**src/rtl/twi_pkg.sv**
```systemverilog
// Package: shared constants and the protocol state type for the two-wire
// register read engine. Assumes byte-wide data on the bus.
package twi_pkg;

    localparam int BYTE_W = 8;

    typedef enum logic [3:0] {
        ST_IDLE,     // waiting for START
        ST_DEV,      // shifting in device address byte
        ST_DEV_ACK,  // acknowledge slot after device address
        ST_AHI,      // shifting in high register address byte
        ST_AHI_ACK,  // acknowledge slot after high byte
        ST_ALO,      // shifting in low register address byte
        ST_ALO_ACK,  // acknowledge slot after low byte
        ST_SKIP,     // further write bytes ignored
        ST_TX,       // shifting out a data byte
        ST_TX_ACK    // master acknowledge slot after data byte
    } twi_state_e;

endpackage

```
**src/rtl/twi_line_sync.sv**
```systemverilog
// Module: synchronises SCL and SDA into the system clock domain and derives
// clock edges plus START / STOP conditions. Assumes the system clock runs
// several times faster than SCL, so each bus level lasts many cycles.
module twi_line_sync #(
    parameter int SYNC_STAGES = 2
) (
    input  logic clk,
    input  logic rst_n,
    input  logic scl_i,
    input  logic sda_i,
    output logic scl_lvl,
    output logic sda_lvl,
    output logic scl_rise,
    output logic scl_fall,
    output logic start_evt,
    output logic stop_evt
);

    localparam int LAST = SYNC_STAGES - 1;

    logic [SYNC_STAGES-1:0] scl_chain;
    logic [SYNC_STAGES-1:0] sda_chain;
    logic                   scl_prev;
    logic                   sda_prev;

    // Shift raw bus lines through the synchroniser chain (idle bus is high).
    generate
        if (SYNC_STAGES == 1) begin : g_single
            always_ff @(posedge clk) begin
                if (!rst_n) begin
                    scl_chain <= '1;
                    sda_chain <= '1;
                end else begin
                    scl_chain <= scl_i;
                    sda_chain <= sda_i;
                end
            end
        end else begin : g_multi
            always_ff @(posedge clk) begin
                if (!rst_n) begin
                    scl_chain <= '1;
                    sda_chain <= '1;
                end else begin
                    scl_chain <= {scl_chain[SYNC_STAGES-2:0], scl_i};
                    sda_chain <= {sda_chain[SYNC_STAGES-2:0], sda_i};
                end
            end
        end
    endgenerate

    // Remember previous synchronised levels for edge detection.
    always_ff @(posedge clk) begin
        if (!rst_n) begin
            scl_prev <= 1'b1;
            sda_prev <= 1'b1;
        end else begin
            scl_prev <= scl_chain[LAST];
            sda_prev <= sda_chain[LAST];
        end
    end

    // Decode edges and bus conditions from current and previous levels.
    always_comb begin
        scl_lvl   = scl_chain[LAST];
        sda_lvl   = sda_chain[LAST];
        scl_rise  = scl_lvl & ~scl_prev;
        scl_fall  = ~scl_lvl & scl_prev;
        start_evt = scl_lvl & scl_prev & sda_prev & ~sda_lvl;
        stop_evt  = scl_lvl & scl_prev & ~sda_prev & sda_lvl;
    end


    start_stop_excl_chk: assert property (@(posedge clk) disable iff (!rst_n)
        !(start_evt && stop_evt));


    cond_needs_scl_high_chk: assert property (@(posedge clk) disable iff (!rst_n)
        (start_evt || stop_evt) |-> (!scl_rise && !scl_fall));

endmodule

```
**src/rtl/twi_addr_ptr.sv**
```systemverilog
// Module: register address pointer. Loads a 16-bit received address reduced
// modulo the register space size and advances with rollover after each byte
// sent. Assumes load and inc are never requested in the same cycle.
module twi_addr_ptr #(
    parameter int REG_BYTES = 256
) (
    input  logic                         clk,
    input  logic                         rst_n,
    input  logic                         load,
    input  logic [15:0]                  load_val,
    input  logic                         inc,
    output logic [$clog2(REG_BYTES)-1:0] ptr
);

    localparam int AW = $clog2(REG_BYTES);
    localparam logic [AW-1:0] TOP = AW'(REG_BYTES - 1);

    logic [AW-1:0] load_mod;
    logic [AW-1:0] ptr_next;

    // Reduce the incoming address into the register space and form successor.
    always_comb begin
        load_mod = AW'(32'(load_val) % REG_BYTES);
        ptr_next = (ptr == TOP) ? '0 : ptr + 1'b1;
    end

    // Hold, load or advance the pointer.
    always_ff @(posedge clk) begin
        if (!rst_n) begin
            ptr <= '0;
        end else if (load) begin
            ptr <= load_mod;
        end else if (inc) begin
            ptr <= ptr_next;
        end
    end


    ptr_wrap_chk: assert property (@(posedge clk) disable iff (!rst_n)
        (inc && !load && ptr == TOP) |=> (ptr == '0));


    ptr_hold_chk: assert property (@(posedge clk) disable iff (!rst_n)
        (!inc && !load) |=> $stable(ptr));


    ptr_bound_chk: assert property (@(posedge clk) disable iff (!rst_n)
        ptr <= TOP);

endmodule

```
**src/rtl/twi_reg_reader.sv**
```systemverilog
// Module: two-wire slave that serves reads from a register array. Receives
// device address and a two-byte register address, then sends bytes from the
// pointer with auto-increment. Assumes rd_data is combinational from rd_addr
// and that the system clock oversamples SCL by a wide margin.
module twi_reg_reader #(
    parameter logic [6:0] SLV_ADDR    = 7'h6F,
    parameter int         REG_BYTES   = 256,
    parameter int         SYNC_STAGES = 2
) (
    input  logic                         clk,
    input  logic                         rst_n,
    input  logic                         scl_i,
    input  logic                         sda_i,
    output logic                         sda_o,
    output logic                         sda_oe,
    output logic [$clog2(REG_BYTES)-1:0] rd_addr,
    input  logic [twi_pkg::BYTE_W-1:0]   rd_data
);
    import twi_pkg::*;

    localparam int CNT_W = $clog2(BYTE_W + 1);
    localparam logic [CNT_W-1:0] FULL = CNT_W'(BYTE_W);

    twi_state_e          st;
    logic [CNT_W-1:0]    bit_cnt;
    logic [BYTE_W-1:0]   shreg;
    logic [BYTE_W-1:0]   hi_byte;
    logic                rw_bit;
    logic                mst_ack;

    logic scl_lvl, sda_lvl, scl_rise, scl_fall, start_evt, stop_evt;
    logic ptr_load, ptr_inc;
    logic byte_done;

    twi_line_sync #(.SYNC_STAGES(SYNC_STAGES)) u_sync (
        .clk       (clk),
        .rst_n     (rst_n),
        .scl_i     (scl_i),
        .sda_i     (sda_i),
        .scl_lvl   (scl_lvl),
        .sda_lvl   (sda_lvl),
        .scl_rise  (scl_rise),
        .scl_fall  (scl_fall),
        .start_evt (start_evt),
        .stop_evt  (stop_evt)
    );

    // Strobes for pointer load (end of low byte) and advance (end of sent byte).
    always_comb begin
        byte_done = scl_fall && (bit_cnt == FULL) && !start_evt && !stop_evt;
        ptr_load  = byte_done && (st == ST_ALO);
        ptr_inc   = byte_done && (st == ST_TX);
        sda_o     = 1'b0;
    end

    twi_addr_ptr #(.REG_BYTES(REG_BYTES)) u_ptr (
        .clk      (clk),
        .rst_n    (rst_n),
        .load     (ptr_load),
        .load_val ({hi_byte, shreg}),
        .inc      (ptr_inc),
        .ptr      (rd_addr)
    );

    // Protocol sequencer: bit shifting, acknowledge control and state moves.
    always_ff @(posedge clk) begin
        if (!rst_n) begin
            st      <= ST_IDLE;
            bit_cnt <= '0;
            shreg   <= '0;
            hi_byte <= '0;
            rw_bit  <= 1'b0;
            mst_ack <= 1'b0;
            sda_oe  <= 1'b0;
        end else if (start_evt) begin
            st      <= ST_DEV;
            bit_cnt <= '0;
            sda_oe  <= 1'b0;
        end else if (stop_evt) begin
            st      <= ST_IDLE;
            bit_cnt <= '0;
            sda_oe  <= 1'b0;
        end else begin
            unique case (st)
                ST_DEV, ST_AHI, ST_ALO: begin
                    if (scl_rise && bit_cnt != FULL) begin
                        shreg   <= {shreg[BYTE_W-2:0], sda_lvl};
                        bit_cnt <= bit_cnt + 1'b1;
                    end else if (byte_done) begin
                        bit_cnt <= '0;
                        if (st == ST_DEV) begin
                            if (shreg[BYTE_W-1:1] == SLV_ADDR) begin
                                rw_bit <= shreg[0];
                                sda_oe <= 1'b1;
                                st     <= ST_DEV_ACK;
                            end else begin
                                st <= ST_IDLE;
                            end
                        end else if (st == ST_AHI) begin
                            hi_byte <= shreg;
                            sda_oe  <= 1'b1;
                            st      <= ST_AHI_ACK;
                        end else begin
                            sda_oe <= 1'b1;
                            st     <= ST_ALO_ACK;
                        end
                    end
                end
                ST_DEV_ACK: begin
                    if (scl_fall) begin
                        if (rw_bit) begin
                            shreg   <= rd_data;
                            sda_oe  <= ~rd_data[BYTE_W-1];
                            bit_cnt <= '0;
                            st      <= ST_TX;
                        end else begin
                            sda_oe <= 1'b0;
                            st     <= ST_AHI;
                        end
                    end
                end
                ST_AHI_ACK: begin
                    if (scl_fall) begin
                        sda_oe <= 1'b0;
                        st     <= ST_ALO;
                    end
                end
                ST_ALO_ACK: begin
                    if (scl_fall) begin
                        sda_oe <= 1'b0;
                        st     <= ST_SKIP;
                    end
                end
                ST_TX: begin
                    if (scl_rise && bit_cnt != FULL) begin
                        bit_cnt <= bit_cnt + 1'b1;
                    end else if (byte_done) begin
                        bit_cnt <= '0;
                        sda_oe  <= 1'b0;
                        st      <= ST_TX_ACK;
                    end else if (scl_fall) begin
                        shreg  <= {shreg[BYTE_W-2:0], 1'b0};
                        sda_oe <= ~shreg[BYTE_W-2];
                    end
                end
                ST_TX_ACK: begin
                    if (scl_rise) begin
                        mst_ack <= ~sda_lvl;
                    end else if (scl_fall) begin
                        if (mst_ack) begin
                            shreg  <= rd_data;
                            sda_oe <= ~rd_data[BYTE_W-1];
                            st     <= ST_TX;
                        end else begin
                            st <= ST_IDLE;
                        end
                    end
                end
                default: begin
                    sda_oe <= 1'b0;
                end
            endcase
        end
    end


    sda_scl_low_chk: assert property (@(posedge clk) disable iff (!rst_n)
        (scl_lvl && $past(scl_lvl)) |-> $stable(sda_oe));


    stop_release_chk: assert property (@(posedge clk) disable iff (!rst_n)
        stop_evt |=> !sda_oe);


    ack_match_chk: assert property (@(posedge clk) disable iff (!rst_n)
        (st == ST_DEV_ACK && sda_oe) |-> (shreg[BYTE_W-1:1] == SLV_ADDR));


    idle_quiet_chk: assert property (@(posedge clk) disable iff (!rst_n)
        (st == ST_IDLE && !start_evt) |=> !sda_oe);

endmodule

```
**config.mk**
```make
export PLATFORM = sky130hd
export DESIGN_NAME = twi_reg_reader
export DESIGN_NICKNAME = d
export VERILOG_FILES = /design/src/rtl/twi_pkg.sv /design/src/rtl/twi_line_sync.sv /design/src/rtl/twi_addr_ptr.sv /design/src/rtl/twi_reg_reader.sv
export SDC_FILE = /design/constraint.sdc
export NUM_CORES = 1
export LEC_CHECK = 0
export ABC_AREA = 1
export BUFFER_PORTS_ARGS = -buffer_cell sky130_fd_sc_hd__buf_4
export CORE_ASPECT_RATIO = 1.5
export CORE_MARGIN = 2
export CORE_UTILIZATION = 35
export CTS_BUF_LIST = sky130_fd_sc_hd__clkbuf_2
export DETAILED_ROUTE_END_ITERATION = 10
export PLACE_DENSITY = 0.57
export SLEW_MARGIN = 20
export SYNTH_ARGS = -nofsm -noshare
export SYNTH_HDL_FRONTEND = slang
export SYNTH_HIERARCHICAL = 1
export SYNTH_SLANG_ARGS = --single-unit
export TNS_END_PERCENT = 30
```
**constraint.sdc**
```tcl
create_clock -name clk -period 5.1 [get_ports clk]
set_input_delay 0.765 -clock clk [delete_from_list [all_inputs] [get_ports clk]]
set_output_delay 0.765 -clock clk [all_outputs]
set_load 0.1 [all_outputs]
```
# Yosys cells after proc, flatten, opt, wreduce, memory -nomap -nowiden
# Cells that the tools add are included.
[classes]
addsub = 2
n_bitwise = 17
n_reduce_logical = 24
n_mux = 49
eq_ne = 39
[op_table]
columns = ["operator", "count"]
rows = [
  ["8-bit two-way mux", 12],
  ["4-bit two-way mux", 16],
  ["4-bit != test, second input constant", 10],
  ["8-bit one-hot mux with 4 select lines", 1],
  ["10-bit AND reduction", 3],
  ["2-bit != test, second input constant", 14],
  ["4-bit one-hot mux with 6 select lines", 1],
  ["1-bit two-way mux", 15],
  ["4-bit by 3-bit equality test with 1-bit output, second input constant", 3],
  ["4-bit equality test, second input constant", 3],
  ["12-bit AND reduction", 1],
  ["1-bit NOT", 10],
  ["8-bit by 1-bit adder with 8-bit output, second input constant", 1],
  ["4-bit by 2-bit equality test with 1-bit output, second input constant", 2],
  ["8-bit equality test, second input constant", 1],
  ["4-bit one-hot mux with 2 select lines", 1],
  ["4-bit AND reduction", 2],
  ["8-bit nonzero test", 1],
  ["1-bit AND", 7],
  ["7-bit equality test, second input constant", 1],
  ["7-bit AND reduction", 1],
  ["1-bit logical AND", 6],
  ["3-bit != test, second input constant", 2],
  ["6-bit nonzero test", 1],
  ["other kinds (12)", 16],
]
[totals]
register_bits = 33
output_inout_bits = 10
input_bits = 12

# Longest topological paths before layout
[depth]
word_depth = 11
mapped_depth = 13

# Hierarchy
# The synthesis kept the hierarchy.
[by_module_without_submodules]
columns = ["module", "instances", "area_per_inst_um2", "cells_each", "seq_area_each_um2"]
rows = [
  ["twi_reg_reader", 1, 1645.3, 255, 540.5],
  ["twi_addr_ptr", 1, 516.7, 76, 160.2],
  ["twi_line_sync", 1, 198.9, 27, 120.1],
]

# Least setup slack after synthesis
# No wires, ideal clock.
[synth_path]
path_type = "register -> register"
startpoint = "register bit_cnt[0]"
endpoint = "register u_ptr.ptr[6]"
setup_slack_ns = 2.866
setup_ns = 0.122
required_ns = 4.978
n_path_buf = 0
period_less_slack_ns = 2.234
stages_incl_launch_ff = 12
arrival_ns = 2.111
path_cell_list = "dfxtp_1 -> inv_1 -> ha_1 -> nand2_1 -> nor2_1 -> nand3_1 -> nor4_1 -> inv_2 -> nand2_2 -> inv_2 -> a22oi_1 -> a21oi_2"
[synth_via]
elab_chain_cells = 6
word_cells_on_any_way = 8
cone_classes = "eq/ne: 1; mux: 1; reduce/logical: 6"
[synth_rtl]
columns = ["item", "line", "text"]
rows = [
  ["from (decl)", "twi_reg_reader.sv:25", "logic [CNT_W-1:0] bit_cnt;"],
  ["from (signal assigned)", "twi_reg_reader.sv:88", "bit_cnt <= bit_cnt + 1'b1;"],
  ["from (signal assigned)", "twi_reg_reader.sv:136", "bit_cnt <= bit_cnt + 1'b1;"],
  ["4-bit equality test *", "twi_reg_reader.sv:50", "byte_done = scl_fall && (bit_cnt == FULL) && !start_evt && !stop_evt;"],
  ["1-bit logical AND * (3 in a row)", "twi_reg_reader.sv:50", ""],
  ["1-bit logical AND *", "twi_reg_reader.sv:51", "ptr_load = byte_done && (st == ST_ALO);"],
  ["named net ptr_load", "twi_reg_reader.sv:32", "logic ptr_load, ptr_inc;"],
  ["8-bit two-way mux or 2-bit nonzero test (tied branches)", "--", ""],
  ["to (signal assigned)", "twi_addr_ptr.sv:32", "ptr <= load_mod;"],
  ["to (signal assigned)", "twi_addr_ptr.sv:34", "ptr <= ptr_next;"],
  ["to (decl)", "twi_addr_ptr.sv:12", "output logic [$clog2(REG_BYTES)-1:0] ptr"],
]
# Mark *: on every way through the listed nets, which the timed path passes. The rest lies on a longest branch.
# A chain may end at the register's enable or synchronous reset.

# Worst setup path after layout
[layout_path]
startpoint = "register u_sync.sda_chain[1]"
endpoint = "register u_ptr.ptr[6]"
[layout_via]
elab_chain_cells = 7
word_cells_on_any_way = 11
cone_classes = "mux: 1; bitwise: 3; reduce/logical: 7"
[layout_rtl]
columns = ["item", "line", "text"]
rows = [
  ["from (decl)", "twi_line_sync.sv:22", "logic [SYNC_STAGES-1:0] sda_chain;"],
  ["from (signal assigned)", "twi_line_sync.sv:45", "sda_chain <= {sda_chain[SYNC_STAGES-2:0], sda_i};"],
  ["1-bit NOT *", "twi_line_sync.sv:68", "start_evt = scl_lvl & scl_prev & sda_prev & ~sda_lvl;"],
  ["1-bit AND *", "twi_line_sync.sv:68", ""],
  ["named net start_evt", "twi_reg_reader.sv:31", "logic scl_lvl, sda_lvl, scl_rise, scl_fall, start_evt, stop_evt;"],
  ["1-bit logical NOT *", "twi_reg_reader.sv:50", ""],
  ["1-bit logical AND * (2 in a row)", "twi_reg_reader.sv:50", ""],
  ["1-bit logical AND *", "twi_reg_reader.sv:51", ""],
  ["named net ptr_load", "twi_reg_reader.sv:32", ""],
  ["8-bit two-way mux or 2-bit nonzero test (tied branches)", "--", ""],
]
# Marked as above.

==> results.cfg <==
[clock_tree]
clock_path_buffers = 2
cts-htree-levels = 2
clk_latency_ps = 380
cts_resized = 0
ctsRootBufferMaster = clkbuf_2
cts_tree = yes
ctsHoldBuffers = 0
clock_sinks = 33
path_clk_slew_ps = 180
postCtsSetupBuffers = 0
cts_buffers = 5

[sta]
final-hold-violation-count = 0
final_max_slew_viol_count = 0
tightest_slew_ps = 592
fin_crit_sh = 0.413
period_needed_ps = 2110
tns_ps = 0
clock.fmax_mhz = 475
fin_hold_ws_ps = 425
rsz0062_at_grt = no
maxSlewHeadroom = 0.604
fin_skew_ps = 25.9
setup_viol = 0

[global_routing]
grt_overflow = 0
grt_max_degree = 21
antenna_found_initial = 0
grtUsageTotal = 0.176
grt_pass1_wl_um = 8870
grt_pass1_vias = 1951

[critical_path]
cp-endpoint = u_ptr/ptr[6]$_SDFFE_PN0P_
regToRegEndpoint = u_ptr/ptr[6]$_SDFFE_PN0P_
startpoint = u_sync/sda_chain[1]$_SDFF_PN1_
crit_path_start_kind = register
cp_max_fo = 8
crit_arrival_ps = 2400
reg2reg_slack_ps = 2990
reg2reg_depth = 12
crit_required_ps = 5390
criticalPathCategory = reg2reg
worstSetupEndpointType = register
timing.rr.start = u_sync/sda_chain[1]$_SDFF_PN1_

[power]
ir_drop_v = 0.000260
power_density_mw_per_mm2 = 386
leakage_uw = 0.00116
p_total_uw = 915

[placement]
io_buffer_count = 20
globalplace.congestion = 0.862
placed_cell_area_mm2 = 0.00230
dp_hpwl_um = 4210

[die]
die_w_um = 67.3
dieArea_mm2 = 0.00665
ioPinCount = 22
core-area_mm2 = 0.00579
rows = 34
start_util = 0.363
die_y_um = 98.9

[final_layout]
n_antenna_cell = 0
syn2layout_area_growth_pct = 12.7
drive_gt1_frac = 0.182
layout_common_cells = nand2_1, inv_1, nor2_1
post-route-util = 0.409
final_common_cell = nand2_1
nNetsFinal = 365
final_area_mm2 = 0.00237

[yosys]
synth_nets = 343
syn-cell-area_mm2 = 0.00210
yosysWarnings = 6
netlist_instances = 328
syn_area_per_cell_um2 = 6.40

[status]
status = completed

[detailed_routing]
drc_errors = 0
wire_per_inst_um = 12.6
vias = 2038
drt-pass1-iter-count = 4
drt_wl_total_um = 5310
viasPerCell = 4.82
ant_nets = 0
initialDrtViolationCount = 86

[run]
maxCapViolCount = 0

[hold_path]
hold_path.class = reg2reg
hold_start = u_sync/scl_chain[0]$_SDFF_PN1_
metal layers:
metal / vias to the layer above / part of all wire / global-route usage
met5: - / 0 / 0
met4: 0 / 0.029 / 0.0785
met3: 13 / 0.031 / 0.0365
met2: 31 / 0.54 / 0.328
met1: 922 / 0.40 / 0.181
li1: 1072 / - / -
worst max-delay path, cell delays in order, from the launching register on:
cell     delay (ps)
dfxtp_1         390
inv_1            70
nand2_1          60
nor2_1           50
nor2_2          210
nand3_1         260
nor4_1          250
buf_4           210
inv_2            90
nand2_2          80
inv_2            70
a22oi_1         210
a21oi_2          80
flip-flops by register name, indices dropped and copies added, names as in the netlist:
name and flops:
st 4, shreg 8, sda_oe 1, u_sync/scl_prev 1, rw_bit 1, u_ptr/ptr 8, u_sync/sda_prev 1, u_sync/scl_chain 2
u_sync/sda_chain 2, bit_cnt 4, mst_ack 1
final cells by class:
cell class              instances  area [um2]
repair buffers                 21         158
clock inverters                 2        33.8
well taps                      72        90.1
multi-input cells             242        1220
inverters                      47         176
clock buffers                   6        30.0
flip-flops and latches         33         661
fillers                       683        3420
power by group:
group	switching [uW]	leakage, uW	internal [uW]
sequential	38.1	0.000269	293
combinational	269	0.000853	140
clock	90.8	0.0000406	83.8
how the worst min path moves through the flow:
stage	to	slack [ps]	cells past startpoint
floorplan	u_sync/scl_chain[1]$_SDFF_PN1_	380	2
global placement	u_sync/scl_chain[1]$_SDFF_PN1_	390	2
detailed placement	u_sync/scl_chain[1]$_SDFF_PN1_	390	2
CTS	u_sync/scl_chain[1]$_SDFF_PN1_	430	2
global route	u_sync/scl_chain[1]$_SDFF_PN1_	460	2
finish	u_sync/scl_chain[1]$_SDFF_PN1_	430	2
metrics by stage:
stage / instances / setup WS (ps)
2_1_floorplan: 328 / 2890
3_3_place_gp: 415 / 3030
3_5_place_dp: 415 / 3050
4_1_cts: 423 / 3040
5_1_grt: 423 / 2820
6_report: 423 / 2990
Power figures use the tool's default switching activity.
